File: src/rtl/cot_pkg.sv
package cot_pkg;

  typedef enum logic [1:0] {
    MD_FORCED = 2'd0,
    MD_SKIP   = 2'd1,
    MD_QUIET  = 2'd2,
    MD_QUIET2 = 2'd3
  } run_mode_t;

  typedef enum logic [2:0] {
    ST_REST = 3'd0,  // both switches off, waiting
    ST_PREP = 3'd1,  // guard interval before the high side
    ST_HIGH = 3'd2,  // on-time
    ST_GAP  = 3'd3,  // guard interval after the high side
    ST_LOW  = 3'd4   // low side conducting
  } seq_state_t;

endpackage

File: src/rtl/cot_span_timer.sv
module cot_span_timer #(
  parameter int W = 8
) (
  input  logic         clk,
  input  logic         rst_n,
  input  logic         load,
  input  logic [W-1:0] load_val,
  output logic         done
);

  logic [W-1:0] cnt_q;
  logic [W-1:0] cnt_d;
  logic         cnt_ce;

  always_comb begin
    cnt_ce = load || (cnt_q != '0);
    cnt_d  = load ? load_val : (cnt_q - 1'b1);
  end

  always_ff @(posedge clk or negedge rst_n) begin
    if (!rst_n) begin
      cnt_q <= '0;
    end else if (cnt_ce) begin
      cnt_q <= cnt_d;
    end
  end

  assign done = (cnt_q == '0);

  AST_TIMER_HOLDS_ZERO: assert property (@(posedge clk) disable iff (!rst_n)
    (!$past(load) && ($past(cnt_q) == '0)) |-> (cnt_q == '0));

endmodule

File: src/rtl/cot_seq_fsm.sv
module cot_seq_fsm
  import cot_pkg::*;
#(
  parameter int CNT_W  = 10,
  parameter int MIN_ON = 4,
  parameter int DEAD   = 2
) (
  input  logic             clk,
  input  logic             rst_n,
  input  logic             en,
  input  logic [1:0]       mode_sel,
  input  logic [CNT_W-1:0] ton_cycles,
  input  logic             out_low,
  input  logic             valley_over,
  input  logic             zero_cross,
  input  logic             pump_ok,
  input  logic             force_dis,
  input  logic             ph_done,
  input  logic             off_done,
  input  logic             idle_done,
  output logic             ph_load,
  output logic [CNT_W-1:0] ph_val,
  output logic             off_load,
  output logic             idle_load,
  output logic             hs_raw,
  output logic             ls_raw
);

  localparam logic [CNT_W-1:0] MIN_ON_V  = CNT_W'(MIN_ON);
  localparam logic [CNT_W-1:0] GUARD_V   = CNT_W'(DEAD - 1);

  seq_state_t st_q;
  seq_state_t st_d;
  run_mode_t  mode;
  logic       start_ok;
  logic       quiet_eff;
  logic       cut_ok;
  logic       wake_ok;
  logic [CNT_W-1:0] on_len;

  always_comb begin
    mode      = run_mode_t'(mode_sel);
    quiet_eff = (mode == MD_QUIET) || (mode == MD_QUIET2) ||
                ((mode == MD_SKIP) && !pump_ok);
    start_ok  = out_low && !valley_over && off_done && !force_dis;
    cut_ok    = (mode != MD_FORCED) && !force_dis && !(quiet_eff && idle_done);
    wake_ok   = ph_done && (force_dis || (quiet_eff && idle_done));
    on_len    = (ton_cycles < MIN_ON_V) ? MIN_ON_V : ton_cycles;
  end

  // next-state process
  always_comb begin
    st_d      = st_q;
    ph_load   = 1'b0;
    ph_val    = GUARD_V;
    off_load  = 1'b0;
    idle_load = !en;
    if (!en) begin
      st_d     = ST_REST;
      ph_load  = 1'b1;
      off_load = 1'b1;
    end else begin
      unique case (st_q)
        ST_REST: begin
          if (start_ok) begin
            st_d    = ST_PREP;
            ph_load = 1'b1;
          end else if (wake_ok) begin
            st_d = ST_LOW;
          end
        end
        ST_PREP: begin
          if (ph_done) begin
            st_d      = ST_HIGH;
            ph_load   = 1'b1;
            ph_val    = on_len - 1'b1;
            idle_load = 1'b1;
          end
        end
        ST_HIGH: begin
          if (ph_done) begin
            st_d     = ST_GAP;
            ph_load  = 1'b1;
            off_load = 1'b1;
          end
        end
        ST_GAP: begin
          if (ph_done) begin
            st_d = ST_LOW;
          end
        end
        ST_LOW: begin
          if (start_ok) begin
            st_d    = ST_PREP;
            ph_load = 1'b1;
          end else if (zero_cross && cut_ok) begin
            st_d = ST_REST;
          end
        end
        default: st_d = ST_REST;
      endcase
    end
  end

  // register process
  always_ff @(posedge clk or negedge rst_n) begin
    if (!rst_n) begin
      st_q <= ST_REST;
    end else begin
      st_q <= st_d;
    end
  end

  assign hs_raw = (st_q == ST_HIGH);
  assign ls_raw = (st_q == ST_LOW);

  AST_START_QUALIFIED: assert property (@(posedge clk) disable iff (!rst_n)
    ((st_q == ST_PREP) && ($past(st_q) != ST_PREP)) |->
      $past(out_low && !valley_over && off_done && !force_dis && en));

  AST_NO_HIGH_TO_LOW: assert property (@(posedge clk) disable iff (!rst_n)
    (st_q == ST_LOW) |-> ($past(st_q) != ST_HIGH));

  AST_HIGH_AFTER_PREP: assert property (@(posedge clk) disable iff (!rst_n)
    (st_q == ST_HIGH) |-> ($past(st_q) inside {ST_HIGH, ST_PREP}));

  AST_FORCED_KEEPS_LOW: assert property (@(posedge clk) disable iff (!rst_n)
    ((st_q == ST_REST) && ($past(st_q) == ST_LOW) && $past(en)) |->
      ($past(mode_sel) != 2'd0));

endmodule

File: src/rtl/cot_phase_seq.sv
module cot_phase_seq #(
  parameter int CNT_W    = 10,
  parameter int MIN_ON   = 4,
  parameter int MIN_OFF  = 6,
  parameter int DEAD     = 2,
  parameter int IDLE_CYC = 600
) (
  input  logic             clk,
  input  logic             rst_n,
  input  logic             en,
  input  logic [1:0]       mode_sel,
  input  logic [CNT_W-1:0] ton_cycles,
  input  logic             out_low,
  input  logic             valley_over,
  input  logic             zero_cross,
  input  logic             neg_limit,
  input  logic             pump_ok,
  input  logic             force_dis,
  output logic             hs_en,
  output logic             ls_en
);

  localparam int OFF_W  = $clog2(MIN_OFF + 1);
  localparam int IDLE_W = $clog2(IDLE_CYC + 1);
  localparam logic [OFF_W-1:0]  OFF_LOAD  = OFF_W'(MIN_OFF - 1);
  localparam logic [IDLE_W-1:0] IDLE_LOAD = IDLE_W'(IDLE_CYC - 1);

  logic [1:0]       rst_sync_q;
  logic             rst_n_int;
  logic             ph_load;
  logic [CNT_W-1:0] ph_val;
  logic             ph_done;
  logic             off_load;
  logic             off_done;
  logic             idle_load;
  logic             idle_done;
  logic             hs_raw;
  logic             ls_raw;

  // asynchronous assert, synchronous release
  always_ff @(posedge clk or negedge rst_n) begin
    if (!rst_n) begin
      rst_sync_q <= 2'b00;
    end else begin
      rst_sync_q <= {rst_sync_q[0], 1'b1};
    end
  end
  assign rst_n_int = rst_sync_q[1];

  cot_seq_fsm #(
    .CNT_W  (CNT_W),
    .MIN_ON (MIN_ON),
    .DEAD   (DEAD)
  ) u_fsm (
    .clk         (clk),
    .rst_n       (rst_n_int),
    .en          (en),
    .mode_sel    (mode_sel),
    .ton_cycles  (ton_cycles),
    .out_low     (out_low),
    .valley_over (valley_over),
    .zero_cross  (zero_cross),
    .pump_ok     (pump_ok),
    .force_dis   (force_dis),
    .ph_done     (ph_done),
    .off_done    (off_done),
    .idle_done   (idle_done),
    .ph_load     (ph_load),
    .ph_val      (ph_val),
    .off_load    (off_load),
    .idle_load   (idle_load),
    .hs_raw      (hs_raw),
    .ls_raw      (ls_raw)
  );

  // shared timer for on-time and both guard intervals
  cot_span_timer #(.W(CNT_W)) u_phase_tmr (
    .clk      (clk),
    .rst_n    (rst_n_int),
    .load     (ph_load),
    .load_val (ph_val),
    .done     (ph_done)
  );

  cot_span_timer #(.W(OFF_W)) u_offmin_tmr (
    .clk      (clk),
    .rst_n    (rst_n_int),
    .load     (off_load),
    .load_val (OFF_LOAD),
    .done     (off_done)
  );

  cot_span_timer #(.W(IDLE_W)) u_idle_tmr (
    .clk      (clk),
    .rst_n    (rst_n_int),
    .load     (idle_load),
    .load_val (IDLE_LOAD),
    .done     (idle_done)
  );

  assign hs_en = en && rst_n_int && hs_raw;
  assign ls_en = en && rst_n_int && ls_raw && !neg_limit;

  AST_NO_OVERLAP: assert property (@(posedge clk) disable iff (!rst_n_int)
    !(hs_en && ls_en));

  AST_DISABLE_QUIET: assert property (@(posedge clk) disable iff (!rst_n_int)
    !en |=> (!hs_en && !ls_en));

  AST_LOW_AFTER_GUARD: assert property (@(posedge clk) disable iff (!rst_n_int)
    ($past(hs_en) && !hs_en) |-> !ls_en);

endmodule

File: config.mk
export PLATFORM = sky130hd
export DESIGN_NAME = cot_phase_seq
export DESIGN_NICKNAME = d
export VERILOG_FILES = /design/src/rtl/cot_pkg.sv /design/src/rtl/cot_span_timer.sv /design/src/rtl/cot_seq_fsm.sv /design/src/rtl/cot_phase_seq.sv
export SDC_FILE = /design/constraint.sdc
export NUM_CORES = 1
export LEC_CHECK = 0
export ABC_AREA = 1
export BUFFER_PORTS_ARGS = -buffer_cell sky130_fd_sc_hd__clkbuf_2
export CAP_MARGIN = 40
export CORE_MARGIN = 2
export CORE_UTILIZATION = 57
export CTS_CLUSTER_SIZE = 10
export DETAILED_ROUTE_END_ITERATION = 8
export PLACE_DENSITY = 0.84
export SYNTH_ARGS = -nofsm -noshare
export SYNTH_HDL_FRONTEND = slang
export SYNTH_SLANG_ARGS = --single-unit
File: constraint.sdc
create_clock -name clk -period 1.6 [get_ports clk]
set_input_delay 0 -clock clk [delete_from_list [all_inputs] [get_ports clk]]
set_output_delay 0 -clock clk [all_outputs]
set_load 0.01 [all_outputs]
==> key figures, run 1 <==
Outcome
  • Status: finished with violations
  • Failing checks: negative setup slack

Die
  • Initial Util: 59.3%
  • Die height: 62.7 um
  • Rows: 21
  • Core ar.: 3310 um^2
  • I/O pin total: 23
  • Die width: 62.7 um
  • Die area: 3930 um^2

Final layout
  • Area added between synthesis and finish: 31.3%
  • Nets: 360
  • Layout cells sized above 1: 30.9%
  • Non-Filler Instances: 379
  • Inserted Diodes: 0
  • End-of-flow core utilization: 77.9%

STA
  • Endpoints failing setup: 3
  • Count of final max-slew check failures: 0
  • Maximum clock rate: 615 MHz
  • RSZ-0062 raised after global routing: yes
  • Final Cycle Share: 102%
  • Clk_skew: 0.00735 ns
  • Final Hold Viols: 0
  • Worst Slack Setup Final: -0.0273 ns
  • Min Tclk post-route: 1.63 ns

Synth
  • Unique masters post-synth: 31
  • Synth Cell Area: 1960 um^2
  • Sequential area share after synthesis: 35.7%
  • FF+latch count, synth: 28
  • Top cells by area, synth: dfrtp_1 36%, nand2_1 9.2%, nor2_1 8.8%
  • Number of flops mapped to enable cells by yosys: 0
  • Ys Warns: 0
  • Synth Flop Type: dfrtp_1
  • Synth area leader: dfrtp_1
  • Ys async rst share: 100%
  • Synthesized area per cell: 7.07 um^2
  • Synth top area share: 35.7%
  • Synthesized Nets: 304
  • Cell count after synthesis: 278

Routing
  • Vias/cell: 5.44
  • WL met3: 195 um
  • DRC errors left: 0
  • Met2 WL: 2.89 mm
  • Number of iterations in the first detailed-routing pass: 4
  • Top layer in use: met4
  • Wl on met1: 2.12 mm
  • Final ANT Viol Nets: 0
  • Drt wl/cell: 13.9 um
  • Iter 0 DRT Violations: 110
  • Final Routed Wirelength: 5.27 mm
  • Via Count: 2063

Placed design
  • Inst Count DP: 358
  • GPL Wtd Cong: 0.945
  • Port Buffer Count: 22
  • DP HPWL: 3.41 mm

Pwr
  • P_leak: 1.30 nW
  • Power density cells: 1140 nW/um^2
  • VDD IR max: 615 uV

Critical path
  • WP data required: 1.87 ns
  • Crit path DAT: 1.89 ns
  • FF-to-FF path depth: 8
  • Crit Path Category: reg2reg
  • Worst R2R Start: u_phase_tmr.cnt_q[1]
  • Reg-to-reg slack, setup: -0.03 ns
  • Worst Path Max Fanout: 5
  • Crit path capture type: flop
  • Startpoint types: flop
  • R2R Path End: u_phase_tmr.cnt_q[7]

Worst hold path
  • HP Start: ton_cycles[3]
  • Worst Hold Depth: 4
  • Hold EP: u_phase_tmr.cnt_q[3]
  • Hold crit path type: in2reg

CTS
  • Clk_lat worst skew: 0.33 ns
  • Clock Sink Count: 28
  • CTS Buffer Depth: 2
  • Number of H-tree levels: 1
  • Clock slew at reported path FFs: 0.16 ns
  • Clock root buffer: clkbuf_4
  • CTS tree: done
  • TritonCTS Buffers: 3

Global route
  • Initial antenna violation count: 0
  • Vias in the first global route: 1932
  • Global-route wire length before repair: 8.13 mm
  • Largest net degree at the start of global routing: 27
  • GR Util All Layers: 25.6%
  • Overflow after GRT: 0

Job
  • Max cap viols: 0
## cell usage after synthesis (4+ instances only)
master,number
o21ai_0,7
nand4_1,11
xor2_1,9
inv_2,7
a21oi_1,14
nor3_1,8
nand3_1,23
nor2_1,46
nand2_1,48
ha_1,5
inv_1,38
nand2_2,4
dfrtp_1,28
o21ai_1,5
## repair_timing
item,CTS,global route
hold endpoints to repair,3,0
setup buffers,3,10
cloned,1,0
gates resized for setup,9,38
setup endpoints to repair,4,20
pin swaps,3,15
hold buffers,3,0
## metal layers
metal / vias to the layer above / track usage (%)
li1: 1012 / -
met1: 971 / 31.9
met2: 66 / 46.2
met3: 14 / 2.70
met4: 0 / 8.33
met5: - / 0
## worst max-delay path, stage by stage, from the launching register on
cell      delay [ns]
dfrtp_1         0.43
inv_2           0.10
ha_4            0.16
nand2_4         0.07
nor2_8          0.16
nand3b_4        0.18
nor2_8          0.18
nand3_4         0.11
a21oi_4         0.17
## how the worst max path moves through the flow
stage | depth (start not counted) | to | slack (ns) | from
global placement | 10 | u_fsm.st_q[2] | 0.07 | u_idle_tmr.cnt_q[0]
finish | 8 | u_phase_tmr.cnt_q[7] | -0.03 | u_phase_tmr.cnt_q[1]
CTS | 10 | u_phase_tmr.cnt_q[3] | 0.02 | u_offmin_tmr.cnt_q[0]
floorplan | 9 | u_idle_tmr.cnt_q[5] | 0.1 | u_idle_tmr.cnt_q[0]
global route | 9 | u_idle_tmr.cnt_q[6] | -0.09 | u_phase_tmr.cnt_q[1]
detailed placement | 11 | u_fsm.st_q[1] | 0.01 | u_idle_tmr.cnt_q[0]
## report_power, final
part | total (W) | leakage [nW] | internal [W] | switching (W)
registers | 0.000981 | 0.340 | 0.000848 | 0.000133
logic | 0.00150 | 0.936 | 0.000634 | 0.000865
clock network | 0.000469 | 0.0279 | 0.000253 | 0.000216
total | 0.00295 | 1.30 | 0.00174 | 0.00121
## area by class of cell
class,instances,area (um^2)
clock buffers,3,22.5
clock inverters,1,30.0
fillers,231,731
inverters,46,175
multi-input cells,205,1250
flip-flops and latches,28,702
well taps,46,57.6
repair buffers,50,339
## layout by cell type (no fill, tap or decap), types with 7 or more instances in the layout
cell / synthesis / routed
nor3_1: 8 / 7
nand3_1: 23 / 19
clkbuf_2: 0 / 22
xor2_1: 9 / 9
buf_4: 0 / 22
inv_2: 7 / 11
dfrtp_1: 28 / 27
nor2_1: 46 / 41
nand2_1: 48 / 45
nand4_1: 11 / 11
a21oi_1: 14 / 8
inv_1: 38 / 34
## flip-flops by register name, indices dropped and copies added, names as in the netlist
| signal | count |
|---|---|
| u_idle_tmr.cnt_q | 10 |
| u_phase_tmr.cnt_q | 10 |
| u_fsm.st_q | 3 |
| u_offmin_tmr.cnt_q | 3 |
| rst_sync_q | 2 |
## logic make-up after synthesis
family | Yosys count | share of synthesized area, %
and+or+nand+nor | 154 | 38.1
buffers and inverters | 46 | 8.79
AOI/OAI and AO/OA | 32 | 8.73
DFF | 28 | 35.7
xor gates and xnor gates | 12 | 5.35
adders and majority gates | 5 | 3.18
other | 1 | 0.191
## metrics by stage
stage               TNS, ns  hold WS [ns]  instance area (um^2)  power [W]  setup WS, ns
floorplan                 0        -0.296                  1960    0.00182        0.0957
global placement          0        -0.214                  2220    0.00208        0.0735
detailed placement        0        -0.213                  2220    0.00213        0.0129
CTS                       0        0.0120                  2360    0.00264        0.0159
global route          -1.02        0.0288                  2580    0.00314       -0.0869
finish              -0.0506        0.0262                  2580    0.00295       -0.0273
No activity file was read; power rests on OpenSTA's default activity.
==> run 2: changes to the inputs <==
- ABC_AREA: 1 -> 0
- CAP_MARGIN: 40 -> default
- CORE_UTILIZATION: 57 -> 55
- PLACE_DENSITY: 0.84 -> 0.82
==> run 2 against run 1 <==
  * Final area shrank 1.7%
  * Worst setup slack worse by 0.24 ns
  * Routed wire length increased by 21%
  * Register-to-register slack worse by 0.24 ns
  * Die area shrank 3.0%
  * Total power grew 8.7%
  * Critical path depth down 2
  * Clock-buffer cell count unchanged
  * The flow still finishes with violations (negative setup slack)
==> key figures, run 2 <==
Outcome
  • Status: finished with violations (unchanged)
  • Failing checks: negative setup slack (unchanged)

Routing
  • Via Count: 2032 (was 2063)
  • Number of iterations in the first detailed-routing pass: 5 (was 4)
  • Drt wl/cell: 19.6 um (was 13.9 um)
  • Final ANT Viol Nets: 0 (unchanged)
  • Iter 0 DRT Violations: 222 (was 110)
  • Vias/cell: 6.27 (was 5.44)
  • DRC errors left: 0 (unchanged)
  • Final Routed Wirelength: 6.36 mm (was 5.27 mm)

Global route
  • Overflow after GRT: 0 (unchanged)
  • Largest net degree at the start of global routing: 27 (unchanged)
  • Initial antenna violation count: 0 (unchanged)
  • Vias in the first global route: 2038 (was 1932)
  • GR Util All Layers: 33.9% (was 25.6%)
  • Global-route wire length before repair: 9.36 mm (was 8.13 mm)

CTS
  • Clock Sink Count: 28 (unchanged)
  • CTS tree: done (unchanged)
  • CTS Buffer Depth: 2 (unchanged)
  • Clk_lat worst skew: 0.34 ns (was 0.33 ns)
  • Number of H-tree levels: 1 (unchanged)
  • TritonCTS Buffers: 3 (unchanged)
  • Clock slew at reported path FFs: 0.16 ns (about the same)
  • Clock root buffer: clkbuf_4 (unchanged)

Synth
  • Cell count after synthesis: 206 (was 278)
  • Synth area leader: dfrtp_1 (unchanged)
  • Top cells by area, synth: dfrtp_1 38%, nor2_1 5.1%, xnor2_1 4.8% (was dfrtp_1 36%, nand2_1 9.2%, nor2_1 8.8%)
  • Number of flops mapped to enable cells by yosys: 0 (unchanged)
  • Synthesized area per cell: 8.91 um^2 (was 7.07 um^2)
  • Synth Flop Type: dfrtp_1 (unchanged)
  • Synthesized Nets: 232 (was 304)
  • Synth top area share: 38.2% (was 35.7%)
  • Synth Cell Area: 1840 um^2 (was 1960 um^2)
  • FF+latch count, synth: 28 (unchanged)
  • Ys async rst share: 100% (unchanged)
  • Sequential area share after synthesis: 38.2% (was 35.7%)
  • Ys Warns: 0 (unchanged)
  • Unique masters post-synth: 50 (was 31)
  • Post-synth top cells: 28 x dfrtp_1, 25 x nor2_1, 22 x nand2_1 (was 48 x nand2_1, 46 x nor2_1, 38 x inv_1)
  • Most frequent cell after synthesis: dfrtp_1 (was nand2_1)

STA
  • Maximum clock rate: 534 MHz (was 615 MHz)
  • Slew margin rel.: 61.5%
  • RSZ-0062 raised after global routing: yes (unchanged)
  • Min Tclk post-route: 1.87 ns (was 1.63 ns)
  • Final Cycle Share: 117% (was 102%)
  • Endpoints failing setup: 24 (was 3)
  • Final Hold Viols: 0 (unchanged)
  • Clk_skew: 0.00534 ns (was 0.00735 ns)
  • Worst Slack Setup Final: -0.271 ns (was -0.0273 ns)
  • Count of final max-slew check failures: 0 (unchanged)
  • Worst slew pin tran: 0.573 ns

Placed design
  • Port Buffer Count: 22 (unchanged)
  • GPL Wtd Cong: 0.832 (was 0.945)
  • Inst Count DP: 312 (was 358)
  • DP Area: 2310 um^2 (was 2220 um^2)
  • DP HPWL: 3.76 mm (was 3.41 mm)

Final layout
  • Fillers: 166 (was 231)
  • Non-Filler Instances: 324 (was 379)
  • Layout cells sized above 1: 37.5% (was 30.9%)
  • Regs by FF count: u_idle_tmr.cnt_q: 10 flops, u_phase_tmr.cnt_q: 10 flops (unchanged)
  • Most frequent cells in the layout: 50 x buf_4, 25 x dfrtp_1, 24 x nor2_1 (was 45 x nand2_1, 41 x nor2_1, 34 x inv_1)
  • Inserted Diodes: 0 (unchanged)
  • Nets: 307 (was 360)
  • Finished Cell Area: 2540 um^2 (was 2580 um^2)
  • Area added between synthesis and finish: 38.2% (was 31.3%)
  • Commonest non-fill, non-tap cell in the layout: buf_4 (was nand2_1)

Critical path
  • Critical-path cell list: nor4_4, buf_4, nand3_4, or3_4, o22a_1, nor2_1 (was inv_2, ha_4, nand2_4, nor2_8, nand3b_4, nor2_8, nand3_4, a21oi_4)
  • Max incr delay on CP: 0.47 ns (was 0.43 ns)
  • Crit Path Category: reg2reg (unchanged)
  • Crit-path slowest cell: dfrtp_2 (was dfrtp_1)
  • Worst Path Max Fanout: 7 (was 5)
  • WP data required: 1.89 ns (was 1.87 ns)
  • Crit path DAT: 2.16 ns (was 1.89 ns)
  • CP delay by family, top: simple AND/OR/NAND/NOR gates (unchanged)
  • Start point of the critical path: u_phase_tmr.cnt_q[5] (was u_phase_tmr.cnt_q[1])
  • FF-to-FF path depth: 6 (was 8)
  • Worst R2R Start: u_phase_tmr.cnt_q[5] (was u_phase_tmr.cnt_q[1])
  • Startpoint types: flop (unchanged)
  • Crit path to: u_phase_tmr.cnt_q[8] (was u_phase_tmr.cnt_q[7])
  • Crit path capture type: flop (unchanged)
  • R2R Path End: u_phase_tmr.cnt_q[8] (was u_phase_tmr.cnt_q[7])
  • Worst Path Buf+Inv: 1 (unchanged)
  • Reg-to-reg slack, setup: -0.27 ns (was -0.03 ns)
  • Crit path depth: 6 (was 8)

Pwr
  • VDD IR max: 1000 uV (was 615 uV)
  • Power, Total: 0.00321 W (was 0.00295 W)
  • Power density cells: 1260 nW/um^2 (was 1140 nW/um^2)
  • P_leak: 1.18 nW (was 1.30 nW)

Job
  • Max cap viols: 0 (unchanged)

Die
  • Rows: 20 (was 21)
  • Initial Util: 59.2% (was 59.3%)
  • Die height: 61.8 um (was 62.7 um)
  • I/O pin total: 23 (unchanged)
  • Die width: 61.8 um (was 62.7 um)
  • Core ar.: 3100 um^2 (was 3310 um^2)
  • Die area: 3820 um^2 (was 3930 um^2)

Worst hold path
  • Hold crit path type: in2reg (unchanged)
## run 2: repair_timing
item | CTS | global route
gates cloned | 0 | 0
endpoints found under the setup margin | 20 | 25
resized for setup | 12 | 15
endpoints found under the hold margin | 8 | 0
buffers inserted | 3 | 1
hold buffers | 4 | 0
pin swaps | 3 | 7
## run 2: layout make-up
cell class	count	area, um^2	share of cell area, %
Clock buffer	3	22.5	0.888
Clock inverter	1	30.0	1.18
Inverter	8	30.0	1.18
Multi-Input combinational cell	163	1160	45.6
Sequential cell	28	704	27.8
Tap cell	44	55.1	2.17
Timing Repair Buffer	77	537	21.2
## run 2: through the flow
| step | util, % | hold WS [ns] | setup WS, ns | setup TNS (ns) |
|---|---|---|---|---|
| final | 81.7 | 0.0251 | -0.271 | -3.39 |
| after global routing | 81.7 | 0.0225 | -0.334 | -4.83 |
| after CTS | 79.8 | 0.00311 | -0.165 | -1.40 |
| after detailed placement | 74.6 | -0.208 | -0.193 | -1.32 |
| after global placement | 74.6 | -0.214 | -0.0823 | -0.331 |
| after floorplan | - | -0.296 | -0.175 | -0.950 |
## run 2: how the worst min path moves through the flow
stage | startpoint | to | slack, ns | cells past startpoint
2_1_floorplan | rst_n | rst_sync_q[0] | -0.30 | 0
3_3_place_gp | rst_n | rst_sync_q[1] | -0.21 | 1
3_5_place_dp | rst_n | rst_sync_q[1] | -0.21 | 1
4_1_cts | mode_sel[1] | u_fsm.st_q[2] | 0.003 | 3
5_1_grt | force_dis | u_fsm.st_q[2] | 0.02 | 4
6_report | mode_sel[1] | u_fsm.st_q[2] | 0.03 | 3
## run 2: cell families (layout without fill, tap and decap cells)
logic type / Yosys count / in the layout / share of synthesized area, %
compound gates: 30 / 30 / 11.5
xor+xnor: 19 / 19 / 9.07
fa+ha+maj: 5 / 5 / 3.41
buf+inv: 15 / 89 / 3.95
flops: 28 / 28 / 38.2
mux: 7 / 7 / 3.89
other cells: 1 / 1 / 0.204
simple gates: 101 / 101 / 29.8
## run 2: worst min-delay path: cells and delay by family
family,cells,cell delay (ns)
buf+inv,1,0.09
compound gates,2,0.25
## run 2: power breakdown
group          internal (W)  leakage [nW]  switching (W)  total (W)
combinational      0.000856         0.815       0.000888    0.00174
clock              0.000254        0.0279       0.000221   0.000475
sequential         0.000839         0.338       0.000148   0.000987
## run 2: layer usage
layer | vias up | global-route usage [%] | part of all wire (%)
li1 | 878 | - | -
met1 | 950 | 40.7 | 38
met2 | 158 | 57.4 | 47
met3 | 46 | 5.59 | 8.5
met4 | 0 | 19.5 | 6.2
met5 | - | 0 | 0
